$ cat config.mk
export PLATFORM = sky130hd
export DESIGN_NAME = spi_reg_master
export DESIGN_NICKNAME = d
export VERILOG_FILES = /design/src/rtl/spi_rm_pkg.sv /design/src/rtl/spi_rm_regs.sv /design/src/rtl/spi_rm_csdec.sv /design/src/rtl/spi_rm_engine.sv /design/src/rtl/spi_reg_master.sv
export SDC_FILE = /design/constraint.sdc
export NUM_CORES = 1
export LEC_CHECK = 0
export ABC_AREA = 1
export ABC_CLOCK_PERIOD_IN_PS = 2450
export BUFFER_PORTS_ARGS = -buffer_cell sky130_fd_sc_hd__buf_2
export CAP_MARGIN = 0
export CORE_ASPECT_RATIO = 0.9
export CORE_MARGIN = 4
export CORE_UTILIZATION = 45
export CTS_CLUSTER_SIZE = 24
export DETAILED_ROUTE_END_ITERATION = 6
export GPL_ROUTABILITY_DRIVEN = 0
export HOLD_SLACK_MARGIN = 0.15
export MAX_ROUTING_LAYER = met4
export PLACE_DENSITY = 0.7
export SYNTH_ARGS = -nofsm -noshare
export SYNTH_HDL_FRONTEND = slang
export SYNTH_SLANG_ARGS = --single-unit
export TNS_END_PERCENT = 5
$ cat constraint.sdc
create_clock -name clk_i -period 2.45 [get_ports clk_i]
set_input_delay 0.735 -clock clk_i [delete_from_list [all_inputs] [get_ports clk_i]]
set_output_delay 0.735 -clock clk_i [all_outputs]
set_load 0.01 [all_outputs]
$ cat src/rtl/spi_rm_pkg.sv
package spi_rm_pkg;
  localparam int unsigned ADDR_W = 5;
  localparam int unsigned BUS_W  = 32;

  typedef enum logic [2:0] {
    SEL_CTRL  = 3'd0,
    SEL_CFG   = 3'd1,
    SEL_TX    = 3'd2,
    SEL_RX    = 3'd3,
    SEL_DONE  = 3'd4,
    SEL_TIME  = 3'd6
  } reg_sel_e;

  localparam int unsigned CTL_ASSERT_BIT = 0;
  localparam int unsigned CTL_IDX_LSB    = 2;
  localparam int unsigned CFG_WIDE_BIT   = 5;
  localparam int unsigned CFG_CPOL_BIT   = 11;
  localparam int unsigned CFG_CPHA_BIT   = 12;
  localparam int unsigned TIM_DLY_LSB    = 6;
  localparam logic [1:0]  DLY_RESET      = 2'd1;
endpackage

$ cat src/rtl/spi_rm_regs.sv
module spi_rm_regs
  import spi_rm_pkg::*;
#(
  parameter int unsigned NCS = 8,
  parameter int unsigned DW  = 16,
  localparam int unsigned IW = $clog2(NCS)
) (
  input  logic              clk_i,
  input  logic              rst_ni,
  input  logic [ADDR_W-1:0] addr_i,
  input  logic              wr_en_i,
  input  logic [BUS_W-1:0]  wdata_i,
  input  logic              rd_en_i,
  output logic [BUS_W-1:0]  rdata_o,
  input  logic              busy_i,
  input  logic              done_i,
  input  logic [DW-1:0]     rx_i,
  output logic              cs_en_o,
  output logic [IW-1:0]     cs_idx_o,
  output logic              wide_o,
  output logic              cpol_o,
  output logic              cpha_o,
  output logic [1:0]        dly_o,
  output logic              start_o
);
  logic [2:0]    sel;
  logic          hit_ctrl, hit_cfg, hit_tx, hit_done, hit_time;
  logic [DW-1:0] tx_q, rx_q;
  logic          done_q;
  logic          unused_wd;

  assign sel       = addr_i[4:2];
  assign unused_wd = ^{wdata_i, addr_i[1:0]};

  assign hit_ctrl = wr_en_i && (sel == SEL_CTRL);
  assign hit_cfg  = wr_en_i && (sel == SEL_CFG);
  assign hit_tx   = wr_en_i && (sel == SEL_TX);
  assign hit_done = wr_en_i && (sel == SEL_DONE);
  assign hit_time = wr_en_i && (sel == SEL_TIME);
  assign start_o  = hit_tx && !busy_i;

  always_ff @(posedge clk_i or negedge rst_ni) begin
    if (!rst_ni) begin
      cs_en_o  <= 1'b0;
      cs_idx_o <= '0;
    end else if (hit_ctrl) begin
      cs_en_o  <= wdata_i[CTL_ASSERT_BIT];
      cs_idx_o <= wdata_i[CTL_IDX_LSB +: IW];
    end
  end

  always_ff @(posedge clk_i or negedge rst_ni) begin
    if (!rst_ni) begin
      wide_o <= 1'b0;
      cpol_o <= 1'b0;
      cpha_o <= 1'b0;
    end else if (hit_cfg) begin
      wide_o <= wdata_i[CFG_WIDE_BIT];
      cpol_o <= wdata_i[CFG_CPOL_BIT];
      cpha_o <= wdata_i[CFG_CPHA_BIT];
    end
  end

  always_ff @(posedge clk_i or negedge rst_ni) begin
    if (!rst_ni)       dly_o <= DLY_RESET;
    else if (hit_time) dly_o <= wdata_i[TIM_DLY_LSB +: 2];
  end

  always_ff @(posedge clk_i or negedge rst_ni) begin
    if (!rst_ni)      tx_q <= '0;
    else if (start_o) tx_q <= wdata_i[DW-1:0];
  end

  always_ff @(posedge clk_i or negedge rst_ni) begin
    if (!rst_ni) begin
      rx_q   <= '0;
      done_q <= 1'b0;
    end else begin
      if (done_i) rx_q <= rx_i;
      if (done_i)                       done_q <= 1'b1;
      else if (hit_done && !wdata_i[0]) done_q <= 1'b0;
    end
  end

  always_comb begin
    rdata_o = '0;
    if (rd_en_i) begin
      case (sel)
        SEL_CTRL: begin
          rdata_o[CTL_ASSERT_BIT]     = cs_en_o;
          rdata_o[CTL_IDX_LSB +: IW]  = cs_idx_o;
        end
        SEL_CFG: begin
          rdata_o[CFG_WIDE_BIT] = wide_o;
          rdata_o[CFG_CPOL_BIT] = cpol_o;
          rdata_o[CFG_CPHA_BIT] = cpha_o;
        end
        SEL_TX:   rdata_o[DW-1:0] = tx_q;
        SEL_RX:   rdata_o[DW-1:0] = rx_q;
        SEL_DONE: rdata_o[0] = done_q;
        SEL_TIME: rdata_o[TIM_DLY_LSB +: 2] = dly_o;
        default:  rdata_o = '0;
      endcase
    end
  end
endmodule

$ cat src/rtl/spi_rm_csdec.sv
module spi_rm_csdec #(
  parameter int unsigned NCS = 8,
  localparam int unsigned IW = $clog2(NCS)
) (
  input  logic          en_i,
  input  logic [IW-1:0] idx_i,
  output logic [NCS-1:0] cs_no
);
  for (genvar i = 0; i < NCS; i++) begin : g_cs
    assign cs_no[i] = !(en_i && (idx_i == IW'(i)));
  end
endmodule

$ cat src/rtl/spi_rm_engine.sv
module spi_rm_engine #(
  parameter int unsigned DW = 16,
  localparam int unsigned HW = DW / 2,
  localparam int unsigned CW = $clog2(2 * DW + 1)
) (
  input  logic          clk_i,
  input  logic          rst_ni,
  input  logic          start_i,
  input  logic [DW-1:0] tx_i,
  input  logic          wide_i,
  input  logic          cpol_i,
  input  logic          cpha_i,
  input  logic [1:0]    dly_i,
  input  logic          tick_i,
  input  logic          miso_i,
  output logic          sck_o,
  output logic          mosi_o,
  output logic          busy_o,
  output logic          done_o,
  output logic [DW-1:0] rx_o
);
  logic          busy_q, tog_q, cpol_q, cpha_q, wide_q, pend_q;
  logic [1:0]    dly_q, dcnt_q;
  logic [CW-1:0] edge_q, edge_nx, total;
  logic [DW-1:0] tx_sh, rx_sh;
  logic          ev, capture, shift, sample;

  assign total   = wide_q ? CW'(2 * DW) : CW'(2 * HW);
  assign edge_nx = edge_q + CW'(1);
  assign ev      = busy_q && tick_i && (edge_q != total);
  // phase 0 captures on odd edges, phase 1 on even edges
  assign capture = ev && (edge_nx[0] != cpha_q);
  assign shift   = ev && !capture && (edge_nx != total) && (edge_nx != CW'(1));
  assign sample  = (capture && dly_q == 2'd0) || (pend_q && dcnt_q == 2'd1);
  assign done_o  = busy_q && (edge_q == total) && !pend_q;

  assign sck_o  = busy_q ? (cpol_q ^ tog_q) : cpol_i;
  assign mosi_o = tx_sh[DW-1];
  assign busy_o = busy_q;
  assign rx_o   = rx_sh;

  always_ff @(posedge clk_i or negedge rst_ni) begin
    if (!rst_ni) begin
      busy_q <= 1'b0;
      tog_q  <= 1'b0;
      edge_q <= '0;
      cpol_q <= 1'b0;
      cpha_q <= 1'b0;
      wide_q <= 1'b0;
      dly_q  <= 2'd0;
      tx_sh  <= '0;
    end else if (start_i && !busy_q) begin
      busy_q <= 1'b1;
      tog_q  <= 1'b0;
      edge_q <= '0;
      cpol_q <= cpol_i;
      cpha_q <= cpha_i;
      wide_q <= wide_i;
      dly_q  <= dly_i;
      tx_sh  <= wide_i ? tx_i : {tx_i[HW-1:0], {HW{1'b0}}};
    end else begin
      if (ev) begin
        tog_q  <= !tog_q;
        edge_q <= edge_nx;
      end
      if (shift) tx_sh <= {tx_sh[DW-2:0], 1'b0};
      if (done_o) busy_q <= 1'b0;
    end
  end

  always_ff @(posedge clk_i or negedge rst_ni) begin
    if (!rst_ni) begin
      pend_q <= 1'b0;
      dcnt_q <= 2'd0;
      rx_sh  <= '0;
    end else if (start_i && !busy_q) begin
      pend_q <= 1'b0;
      dcnt_q <= 2'd0;
      rx_sh  <= '0;
    end else begin
      if (capture && dly_q != 2'd0) begin
        pend_q <= 1'b1;
        dcnt_q <= dly_q;
      end else if (pend_q) begin
        dcnt_q <= dcnt_q - 2'd1;
        if (dcnt_q == 2'd1) pend_q <= 1'b0;
      end
      if (sample) rx_sh <= {rx_sh[DW-2:0], miso_i};
    end
  end
endmodule

$ cat src/rtl/spi_reg_master.sv
module spi_reg_master
  import spi_rm_pkg::*;
#(
  parameter int unsigned NCS = 8,
  parameter int unsigned DW  = 16,
  localparam int unsigned IW = $clog2(NCS)
) (
  input  logic              clk_i,
  input  logic              rst_ni,
  input  logic [ADDR_W-1:0] addr_i,
  input  logic              wr_en_i,
  input  logic [BUS_W-1:0]  wdata_i,
  input  logic              rd_en_i,
  output logic [BUS_W-1:0]  rdata_o,
  input  logic              tick_i,
  output logic              sck_o,
  output logic              mosi_o,
  input  logic              miso_i,
  output logic [NCS-1:0]    cs_no
);
  logic          busy, done, start;
  logic          cs_en, cfg_wide, cfg_cpol, cfg_cpha;
  logic [IW-1:0] cs_idx;
  logic [1:0]    dly;
  logic [DW-1:0] rx_word;

  spi_rm_regs #(.NCS(NCS), .DW(DW)) u_regs (
    .clk_i    (clk_i),
    .rst_ni   (rst_ni),
    .addr_i   (addr_i),
    .wr_en_i  (wr_en_i),
    .wdata_i  (wdata_i),
    .rd_en_i  (rd_en_i),
    .rdata_o  (rdata_o),
    .busy_i   (busy),
    .done_i   (done),
    .rx_i     (rx_word),
    .cs_en_o  (cs_en),
    .cs_idx_o (cs_idx),
    .wide_o   (cfg_wide),
    .cpol_o   (cfg_cpol),
    .cpha_o   (cfg_cpha),
    .dly_o    (dly),
    .start_o  (start)
  );

  spi_rm_csdec #(.NCS(NCS)) u_csdec (
    .en_i  (cs_en),
    .idx_i (cs_idx),
    .cs_no (cs_no)
  );

  spi_rm_engine #(.DW(DW)) u_engine (
    .clk_i   (clk_i),
    .rst_ni  (rst_ni),
    .start_i (start),
    .tx_i    (wdata_i[DW-1:0]),
    .wide_i  (cfg_wide),
    .cpol_i  (cfg_cpol),
    .cpha_i  (cfg_cpha),
    .dly_i   (dly),
    .tick_i  (tick_i),
    .miso_i  (miso_i),
    .sck_o   (sck_o),
    .mosi_o  (mosi_o),
    .busy_o  (busy),
    .done_o  (done),
    .rx_o    (rx_word)
  );
endmodule

==> run summary, run 1 <==
Largest net degree at the start of global routing - 46
Grt ovf - 0
Clock Latency Late Sink - 0.34 ns
Endpoints failing setup - 0
ANT cells - 0
First-pass GRT wire length - 18300 um
Static leakage - 2.92 nW
Status - complete, no violations
Syn. warnings - 0
Yosys cell types - 34
Pre-Repair DR Iteration Count - 5
Maximum clock insertion buffer count - 2
Largest area contributor in the netlist - dfrtp_1
Starting Density - 47.0%
Nets@finish - 709
Detail Route Antenna Nets - 0
Reg2reg setup slack - 0.40 ns
Die H - 104 um
Final setup margin - 0.0169 ns
CTS clk-pin slew, worst paths - 0.06 ns
Via Count - 4019
# DRC - 0
Syn Area/Cell - 7.74 um2
R2r endpoint - u_engine.rx_o[1]$_DFFE_PN0P_
Area growth syn-to-layout - 19.3%
Startpoint types - input pin
CTS tree - built
CP required - 1.71 ns
WL final - 11200 um
Worst reg-to-reg path cell count - 11
Post-synth EDFFs - 0
Core Region - 9830 um2
DR iter-0 viols - 334
#FFs+latches synth - 90
Endpoint type of the worst setup path - output pin
Fin crit share - 99.3%
Crit path max fanout - 4
Die area - 12000 um2
CTS sink count - 90
Synth Flop Type - dfrtp_1
Clock Skew - 0.00373 ns
Pwr Total - 0.00571 W
Worst hold slack - 0.362 ns
Critical Path AT - 1.70 ns
CTS H-Tree Depth - 3
Max Freq - 411 MHz
Top-count cell post-synth - nand2_1
Total negative slack - 0 ns
Initial antenna violation count - 0
Worst VDD drop - 0.592 mV
Post-Synthesis Cells - 597
Post-synth ARST share - 100%
RSZ-0062 raised after global routing - true
Final Hold Fails - 0
Sequential element share of the synthesized area - 48.8%
Hold WC Path Type - in -> async
PD cells - 1040 nW/um2
Die X - 115 um
Port Buffers - 50
Synth area leaders - dfrtp_1 48%, nand2_1 16%, nand3_1 6.6%, o21ai_0 5.5%, inv_1 4.8%
Core Util, Final - 56.1%
# IOs - 85
Placement Setup Slack - -0.0923 ns
Fin. max-slew vios - 0
Max Cap Viol - 0
Post-synth top area share - 48.2%
DR WL/cell - 14.1 um
Hold_buf cts - 0
Post-synth top cells - 200 x nand2_1, 89 x dfrtp_1, 61 x nand3_1
Number of buffers created by CTS - 9
Mapped cell area - 4620 um2
Total GRT Usage - 19.7%
CTS root buf - clkbuf_16
Vias in the first global route - 3719
Crit Path Category - in -> out
Minimum clock period - 2.43 ns
Via density - 5.07
DP HPWL - 8330 um
Num rows - 34
Reg-to-Reg Start - u_engine.edge_q[1]$_DFFE_PN0P_
Layout cell share with drive strength beyond 1 - 18.8%
[sequential cells by signal, indices dropped and copies added, names as in the netlist, 2 cells and up]
name and cells:
u_engine.dcnt_q 2, u_engine.dly_q 2, u_engine.edge_q 6, u_engine.rx_o 16, u_engine.tx_sh 16, u_regs.cs_idx_o 3, u_regs.dly_o 2, u_regs.rx_q 16
u_regs.tx_q 16
[critical path: stages]
cell      delay [ns]
buf_4           0.14
buf_4           0.14
nor3_2          0.14
buf_4           0.14
nand2_1         0.05
o221ai_1        0.07
nand2_1         0.10
inv_1           0.06
buf_2           0.12
[placed cells by master, fill, tap and decap left out, types with 5 or more instances in the layout]
cell type  count
clkbuf_16      9
nand2_4        5
buf_2         46
buf_4         25
inv_2          8
o21ai_0       51
o22ai_1       10
nand3_1       61
a21oi_1       17
nor2_1        22
conb_1        16
inv_1         55
dfrtp_1       89
ha_1           5
nand2_1      198
[what timing repair did]
item,in CTS,in global routing
endpoints found under the setup margin,12,16
pin swaps,1,7
gates resized for setup,5,19
hold endpoints to repair,0,0
setup buffers,0,2
[layer usage]
| layer | GRT usage, % | vias up | share of wire [%] |
|---|---|---|---|
| li1 | - | 2006 | - |
| met1 | 27.9 | 1874 | 48 |
| met2 | 28.2 | 124 | 45 |
| met3 | 5.00 | 15 | 5.7 |
| met4 | 5.11 | 0 | 1.3 |
| met5 | - | - | 0 |
[worst max path at each step]
stage / startpoint / endpoint / slack, ns / depth (start not counted)
3_5_place_dp: addr_i[4] / rdata_o[5] / -0.09 / 9
2_1_floorplan: addr_i[4] / rdata_o[10] / 0.09 / 6
5_1_grt: addr_i[4] / rdata_o[4] / -0.06 / 9
3_3_place_gp: addr_i[4] / rdata_o[5] / -0.08 / 9
6_report: addr_i[3] / rdata_o[5] / 0.02 / 9
4_1_cts: addr_i[4] / rdata_o[5] / -0.02 / 9
[cell type report]
type / instances / area, um2
clock inverter: 4 / 98.8
multi-input combinational: 419 / 2000
inverter: 64 / 245
fill: 889 / 4310
clock buffer: 12 / 246
tap: 126 / 158
sequential: 90 / 2250
timing repair buffer: 77 / 515
[logic make-up after synthesis]
group | synth area share [%]
other | 0.0812
flip-flops | 48.8
AND/OR/NAND/NOR | 27.9
adder cells (fa/ha/maj) | 1.35
buffers and inverters | 10.3
AO/OA/AOI/OAI | 11.0
XOR/XNOR | 0.569
[stage by stage]
step | area, um2 | cells
4_1_cts | 5440 | 790
2_1_floorplan | 4680 | 612
6_report | 5510 | 792
3_5_place_dp | 5070 | 774
3_3_place_gp | 5070 | 774
5_1_grt | 5510 | 792
[power breakdown]
group | switching, W | total [W] | internal (W)
clock | 0.000560 | 0.00159 | 0.00103
sequential | 0.000384 | 0.00242 | 0.00203
combinational | 0.00106 | 0.00170 | 0.000641
total | 0.00201 | 0.00571 | 0.00370
No activity file was read; power rests on OpenSTA's default activity.
==> run 2: changes to the inputs <==
--- a/config.mk
+++ b/config.mk
@@ -7,17 +7,17 @@
 export LEC_CHECK = 0
 export ABC_AREA = 1
 export ABC_CLOCK_PERIOD_IN_PS = 2450
-export BUFFER_PORTS_ARGS = -buffer_cell sky130_fd_sc_hd__buf_2
 export CAP_MARGIN = 0
 export CORE_ASPECT_RATIO = 0.9
 export CORE_MARGIN = 4
 export CORE_UTILIZATION = 45
 export CTS_CLUSTER_SIZE = 24
 export DETAILED_ROUTE_END_ITERATION = 6
+export DONT_BUFFER_PORTS = 1
 export GPL_ROUTABILITY_DRIVEN = 0
 export HOLD_SLACK_MARGIN = 0.15
 export MAX_ROUTING_LAYER = met4
-export PLACE_DENSITY = 0.7
+export PLACE_DENSITY = 0.63
 export SYNTH_ARGS = -nofsm -noshare
 export SYNTH_HDL_FRONTEND = slang
 export SYNTH_SLANG_ARGS = --single-unit
==> run summary, run 2 (synthesized netlist as in run 1, its figures left out) <==
DP HPWL - 8120 um (was 8330 um)
Crit Path Category - in -> out (unchanged)
Nets@finish - 646 (was 709)
Maximum clock insertion buffer count - 2 (unchanged)
Area occupied by multi-input gates - 1950 um2 (was 2000 um2)
RSZ-0062 raised after global routing - false (was true)
Storage cell area - 2250 um2 (unchanged)
Crit path top cell by count - inv_1 (was buf_4)
Fin crit share - 95.6% (was 99.3%)
Non-filler instance count after layout - 729 (was 792)
Die H - 104 um (unchanged)
First-pass GRT wire length - 18700 um (was 18300 um)
CP max stage cell - inv_1 (was buf_4)
CTS H-Tree Depth - 3 (unchanged)
Area growth syn-to-layout - 8.75% (was 19.3%)
Die X - 115 um (unchanged)
CTS tree - built (unchanged)
WL final - 11200 um (about the same)
Core Region - 9830 um2 (unchanged)
Crit path max fanout - 7 (was 4)
# DRC - 0 (unchanged)
Total negative slack - 0 ns (unchanged)
DR WL/cell - 15.3 um (was 14.1 um)
Clock Latency Late Sink - 0.35 ns (was 0.34 ns)
Detail Route Antenna Nets - 0 (unchanged)
Port Buffers - 0 (was 50)
Fin. max-slew vios - 0 (unchanged)
Fillcell total - 936 (was 889)
Most frequent cells in the layout - 200 x nand2_1, 89 x dfrtp_1, 61 x nand3_1, 59 x inv_1, 51 x o21ai_0 (was 198 x nand2_1, 89 x dfrtp_1, 61 x nand3_1, 55 x inv_1, 51 x o21ai_0)
Endpoints failing setup - 0 (unchanged)
Max Freq - 427 MHz (was 411 MHz)
PD cells - 1080 nW/um2 (was 1040 nW/um2)
Hold WC Path Type - in -> async (unchanged)
Critical-path cell list - inv_1, nand2_1, nor2_2, inv_1, o22ai_1, a21oi_1, nor2_1, buf_4 (was buf_4, buf_4, nor3_2, buf_4, nand2_1, o221ai_1, nand2_1, inv_1, buf_2)
Startpoint types - input pin (unchanged)
# IOs - 85 (unchanged)
Worst VDD drop - 0.631 mV (was 0.592 mV)
Die area - 12000 um2 (unchanged)
Critical Path AT - 1.61 ns (was 1.70 ns)
Grt ovf - 0 (unchanged)
Clock Skew - 0.00576 ns (was 0.00373 ns)
Num rows - 34 (unchanged)
Crit-path max cell delay - 0.19 ns (was 0.14 ns)
Minimum clock period - 2.34 ns (was 2.43 ns)
ANT cells - 0 (unchanged)
Largest net degree at the start of global routing - 91 (was 46)
Static leakage - 2.58 nW (was 2.92 nW)
Endpoint type of the worst setup path - output pin (unchanged)
Vias in the first global route - 3655 (was 3719)
Number of buffers created by CTS - 9 (unchanged)
Final Hold Fails - 0 (unchanged)
Status - complete, no violations (unchanged)
CTS root buf - clkbuf_16 (unchanged)
CTS clk-pin slew, worst paths - 0.06 ns (about the same)
Starting Density - 47.0% (unchanged)
CP required - 1.71 ns (about the same)
Post-CTS Setup Repair Bufs - 0 (unchanged)
Placed cells - 713 (was 774)
Layout cell share with drive strength beyond 1 - 8.96% (was 18.8%)
DR iter-0 viols - 232 (was 334)
Pre-Repair DR Iteration Count - 4 (was 5)
Most common cell after layout, fill and taps aside - nand2_1 (unchanged)
Max Cap Viol - 0 (unchanged)
Via density - 5.21 (was 5.07)
CTS sink count - 90 (unchanged)
Total GRT Usage - 20.2% (was 19.7%)
Via Count - 3801 (was 4019)
Initial antenna violation count - 0 (unchanged)
-- run 2: worst paths after layout --
path                                                startpoint                       endpoint  slack [ns]  depth (start not counted)
min in group clk_i                 u_regs.rx_q[14]$_DFFE_PN0P_    u_regs.rx_q[14]$_DFFE_PN0P_        0.47                          2
worst min-delay path                                    rst_ni     u_regs.rx_q[2]$_DFFE_PN0P_        0.08                          0
worst max-delay path                                 addr_i[4]                     rdata_o[2]        0.11                          8
worst min register to register     u_regs.rx_q[14]$_DFFE_PN0P_    u_regs.rx_q[14]$_DFFE_PN0P_        0.47                          2
worst max register to register  u_engine.edge_q[0]$_DFFE_PN0P_  u_engine.rx_o[13]$_DFFE_PN0P_        0.38                         11
max in group asynchronous                               rst_ni    u_regs.dly_o[0]$_DFFE_PN1P_        2.15                          0
-- run 2: report_power, final --
part           switching, W  internal, W
Sequential         0.000398      0.00203
Clock              0.000592     0.000850
Combinational      0.000979     0.000568
Total               0.00197      0.00345
-- run 2: cell type report --
class                      count  share of cell area [%]
tap                          126                    3.14
multi-input combinational    419                    38.9
clock inverter                 5                    1.22
inverter                      64                    4.78
clock buffer                  11                    5.03
timing repair buffer          14                    2.09
sequential                    90                    44.9
-- run 2: worst max-delay path, delay by kind of cell --
kind | cells | cell delay, ns
compound gates | 2 | 0.25
buf+inv | 3 | 0.38
simple gates | 3 | 0.23
-- run 2: repair_timing --
item	CTS	global route
gates resized for setup	0	3
endpoints found under the setup margin	0	3
hold endpoints to repair	89	89
-- run 2: metal layers --
metal  global-route usage [%]  part of all wire (%)  wire (um)
met4                     5.03                   1.0        112
met5                        -                     0          0
met3                     5.35                   7.0        786
met1                     28.5                    48       5310
met2                     29.0                    44       4970
-- run 2: through the flow --
stage | util (%) | area (um2) | hold slack (ns) | total power, W | worst slack [ns]
after global placement | 47.8 | 4700 | 0.445 | 0.00392 | 0.120
after CTS | 51.0 | 5010 | 0.0739 | 0.00546 | 0.106
after global routing | 51.1 | 5020 | 0.0682 | 0.00585 | 0.00481
after detailed placement | 47.8 | 4700 | 0.444 | 0.00399 | 0.113
after floorplan | - | 4680 | 0.439 | 0.00364 | 0.0851
final | 51.1 | 5020 | 0.0825 | 0.00542 | 0.109
==> run 3: changes to the inputs <==
--- a/config.mk
+++ b/config.mk
@@ -6,11 +6,12 @@
 export NUM_CORES = 1
 export LEC_CHECK = 0
 export ABC_AREA = 1
-export ABC_CLOCK_PERIOD_IN_PS = 2450
+export ABC_CLOCK_PERIOD_IN_PS = 2800
 export CAP_MARGIN = 0
 export CORE_ASPECT_RATIO = 0.9
 export CORE_MARGIN = 4
 export CORE_UTILIZATION = 45
+export CTS_CLUSTER_DIAMETER = 40
 export CTS_CLUSTER_SIZE = 24
 export DETAILED_ROUTE_END_ITERATION = 6
 export DONT_BUFFER_PORTS = 1
==> constraint.sdc (replaced) <==
create_clock -name clk_i -period 2.8 [get_ports clk_i]
set_input_delay 0.84 -clock clk_i [delete_from_list [all_inputs] [get_ports clk_i]]
set_output_delay 0.84 -clock clk_i [all_outputs]
set_load 0.01 [all_outputs]
==> run summary, run 3 (synthesized netlist as in run 1, its figures left out) <==
Status - complete, no violations (unchanged)
Net Sw Power - 0.00168 W (was 0.00197 W)
Die area - 12000 um2 (unchanged)
Worst VDD drop - 0.423 mV (was 0.631 mV)
Grt ovf - 0 (unchanged)
Endpoints failing setup - 0 (unchanged)
Area growth syn-to-layout - 6.91% (was 8.75%)
Clock Latency Late Sink - 0.34 ns (was 0.35 ns)
Max-slew headroom - 55.8%
Port Buffers - 0 (unchanged)
Post-route cell area - 4940 um2 (was 5020 um2)
Final Hold Fails - 0 (unchanged)
Vias in the first global route - 3476 (was 3655)
Minimum clock period - 2.57 ns
Post-CTS Setup Repair Bufs - 0 (unchanged)
# IOs - 85 (unchanged)
CTS root buf - clkbuf_16 (unchanged)
Switching share of power - 36.9% (was 36.3%)
Fin crit share - 91.9%
Crit path max fanout - 7 (unchanged)
Crit Path Category - in -> out (unchanged)
Total negative slack - 0 ns (unchanged)
Seq pwr share - 46.6% (was 44.9%)
Hold_buf cts - 0
Starting Density - 47.0% (unchanged)
PD cells - 921 nW/um2 (was 1080 nW/um2)
Total GRT Usage - 19.4% (was 20.2%)
First-pass GRT wire length - 18000 um (was 18700 um)
Max Cap Viol - 0 (unchanged)
Via Count - 3794 (was 3801)
Crit path top cell by count - inv_1 (unchanged)
DP HPWL - 7990 um (was 8120 um)
# DRC - 0 (unchanged)
Critical Path AT - 1.73 ns (was 1.61 ns)
Initial antenna violation count - 0 (unchanged)
Detail Route Antenna Nets - 0 (unchanged)
Post-CTS Resized - 0 (unchanged)
CTS clk-pin slew, worst paths - 0.06 ns (about the same)
Via density - 5.23 (was 5.21)
Worst slew pin tran - 0.662 ns
Layout cell share with drive strength beyond 1 - 7.17% (was 8.96%)
Core Region - 9830 um2 (unchanged)
Startpoint types - input pin (unchanged)
Critical-path cell list - inv_1, nand2_1, nor2_2, inv_1, o22ai_1, a21oi_1, nor2_1 (was inv_1, nand2_1, nor2_2, inv_1, o22ai_1, a21oi_1, nor2_1, buf_4)
DR iter-0 viols - 222 (was 232)
CP required - 1.96 ns (was 1.71 ns)
CTS H-Tree Depth - 3 (unchanged)
Largest net degree at the start of global routing - 91 (unchanged)
ANT cells - 0 (unchanged)
Nets@finish - 643 (was 646)
CTS sink count - 90 (unchanged)
Static leakage - 2.54 nW (was 2.58 nW)
Maximum clock insertion buffer count - 2 (unchanged)
Max Freq - 389 MHz
Die H - 104 um (unchanged)
Hold WC Path Type - in -> async (unchanged)
Clock Skew - 0.00928 ns (was 0.00576 ns)
RSZ-0062 raised after global routing - false (unchanged)
Fin. max-slew vios - 0 (unchanged)
Crit-path max cell delay - 0.25 ns (was 0.19 ns)
Num rows - 34 (unchanged)
Comb power frac - 29.4% (was 28.5%)
Number of buffers created by CTS - 9 (unchanged)
Clk pwr share - 24.0% (was 26.6%)
Cell Int Power - 0.00287 W (was 0.00345 W)
Most common cell after layout, fill and taps aside - nand2_1 (unchanged)
Die X - 115 um (unchanged)
DR WL/cell - 15.4 um (was 15.3 um)
Pre-Repair DR Iteration Count - 5 (was 4)
CTS tree - built (unchanged)
Most frequent cells in the layout - 200 x nand2_1, 89 x dfrtp_1, 61 x nand3_1, 59 x inv_1, 51 x o21ai_0 (unchanged)
Endpoint type of the worst setup path - output pin (unchanged)
DP Area - 4680 um2 (was 4700 um2)
CP max stage cell - nor2_1 (was inv_1)
WL final - 11100 um (was 11200 um)
## run 3: path summary, 6_finish.rpt
path	depth (start not counted)	slack, ns	startpoint	to
worst max-delay path	7	0.23	addr_i[4]	rdata_o[6]
worst min-delay path	0	0.20	rst_ni	u_regs.rx_q[2]$_DFFE_PN0P_
worst max register to register	10	0.49	u_engine.edge_q[0]$_DFFE_PN0P_	u_engine.rx_o[15]$_DFFE_PN0P_
worst min register to register	2	0.47	u_regs.rx_q[14]$_DFFE_PN0P_	u_regs.rx_q[14]$_DFFE_PN0P_
max in group asynchronous	0	2.39	rst_ni	u_regs.dly_o[0]$_DFFE_PN1P_
min in group clk_i	2	0.47	u_regs.rx_q[14]$_DFFE_PN0P_	u_regs.rx_q[14]$_DFFE_PN0P_
## run 3: routing by layer
metal  share of wire, %  global-route usage [%]
met1                 48                    28.9
met2                 44                    26.4
met3                7.0                    5.12
met4               0.89                    4.36
met5                  0                       -
## run 3: final cells by class
| cell class | count | area [um2] |
|---|---|---|
| clock buffer | 14 | 244 |
| clock inverter | 2 | 16.3 |
| tap | 126 | 158 |
| multi-input combinational | 419 | 1940 |
| sequential | 90 | 2250 |
| timing repair buffer | 11 | 82.6 |
| inverter | 64 | 240 |
| fill | 965 | 4890 |
## run 3: power groups by stage
stage	logic, W	clock network, W	registers (W)
3_5_place_dp	0.00134	0	0.00214
5_1_grt	0.00155	0.00117	0.00218
4_1_cts	0.00135	0.00111	0.00212
3_3_place_gp	0.00130	0	0.00213
2_1_floorplan	0.00116	0	0.00203
6_report	0.00134	0.00109	0.00212
## run 3: worst max-delay path, delay by kind of cell
kind            cells  cell delay [ns]
simple gates        3             0.48
compound gates      2             0.24
buf+inv             2             0.18
## run 3: stage by stage
step,util (%),power [W],setup WS [ns],hold WS [ns],std cells
final,50.3,0.00455,0.227,0.195,726
after global routing,50.3,0.00489,0.0950,0.180,726
after CTS,50.3,0.00458,0.249,0.187,726
after detailed placement,47.6,0.00348,0.253,0.463,710
after global placement,47.6,0.00343,0.269,0.458,710
after floorplan,-,0.00319,0.225,0.442,612
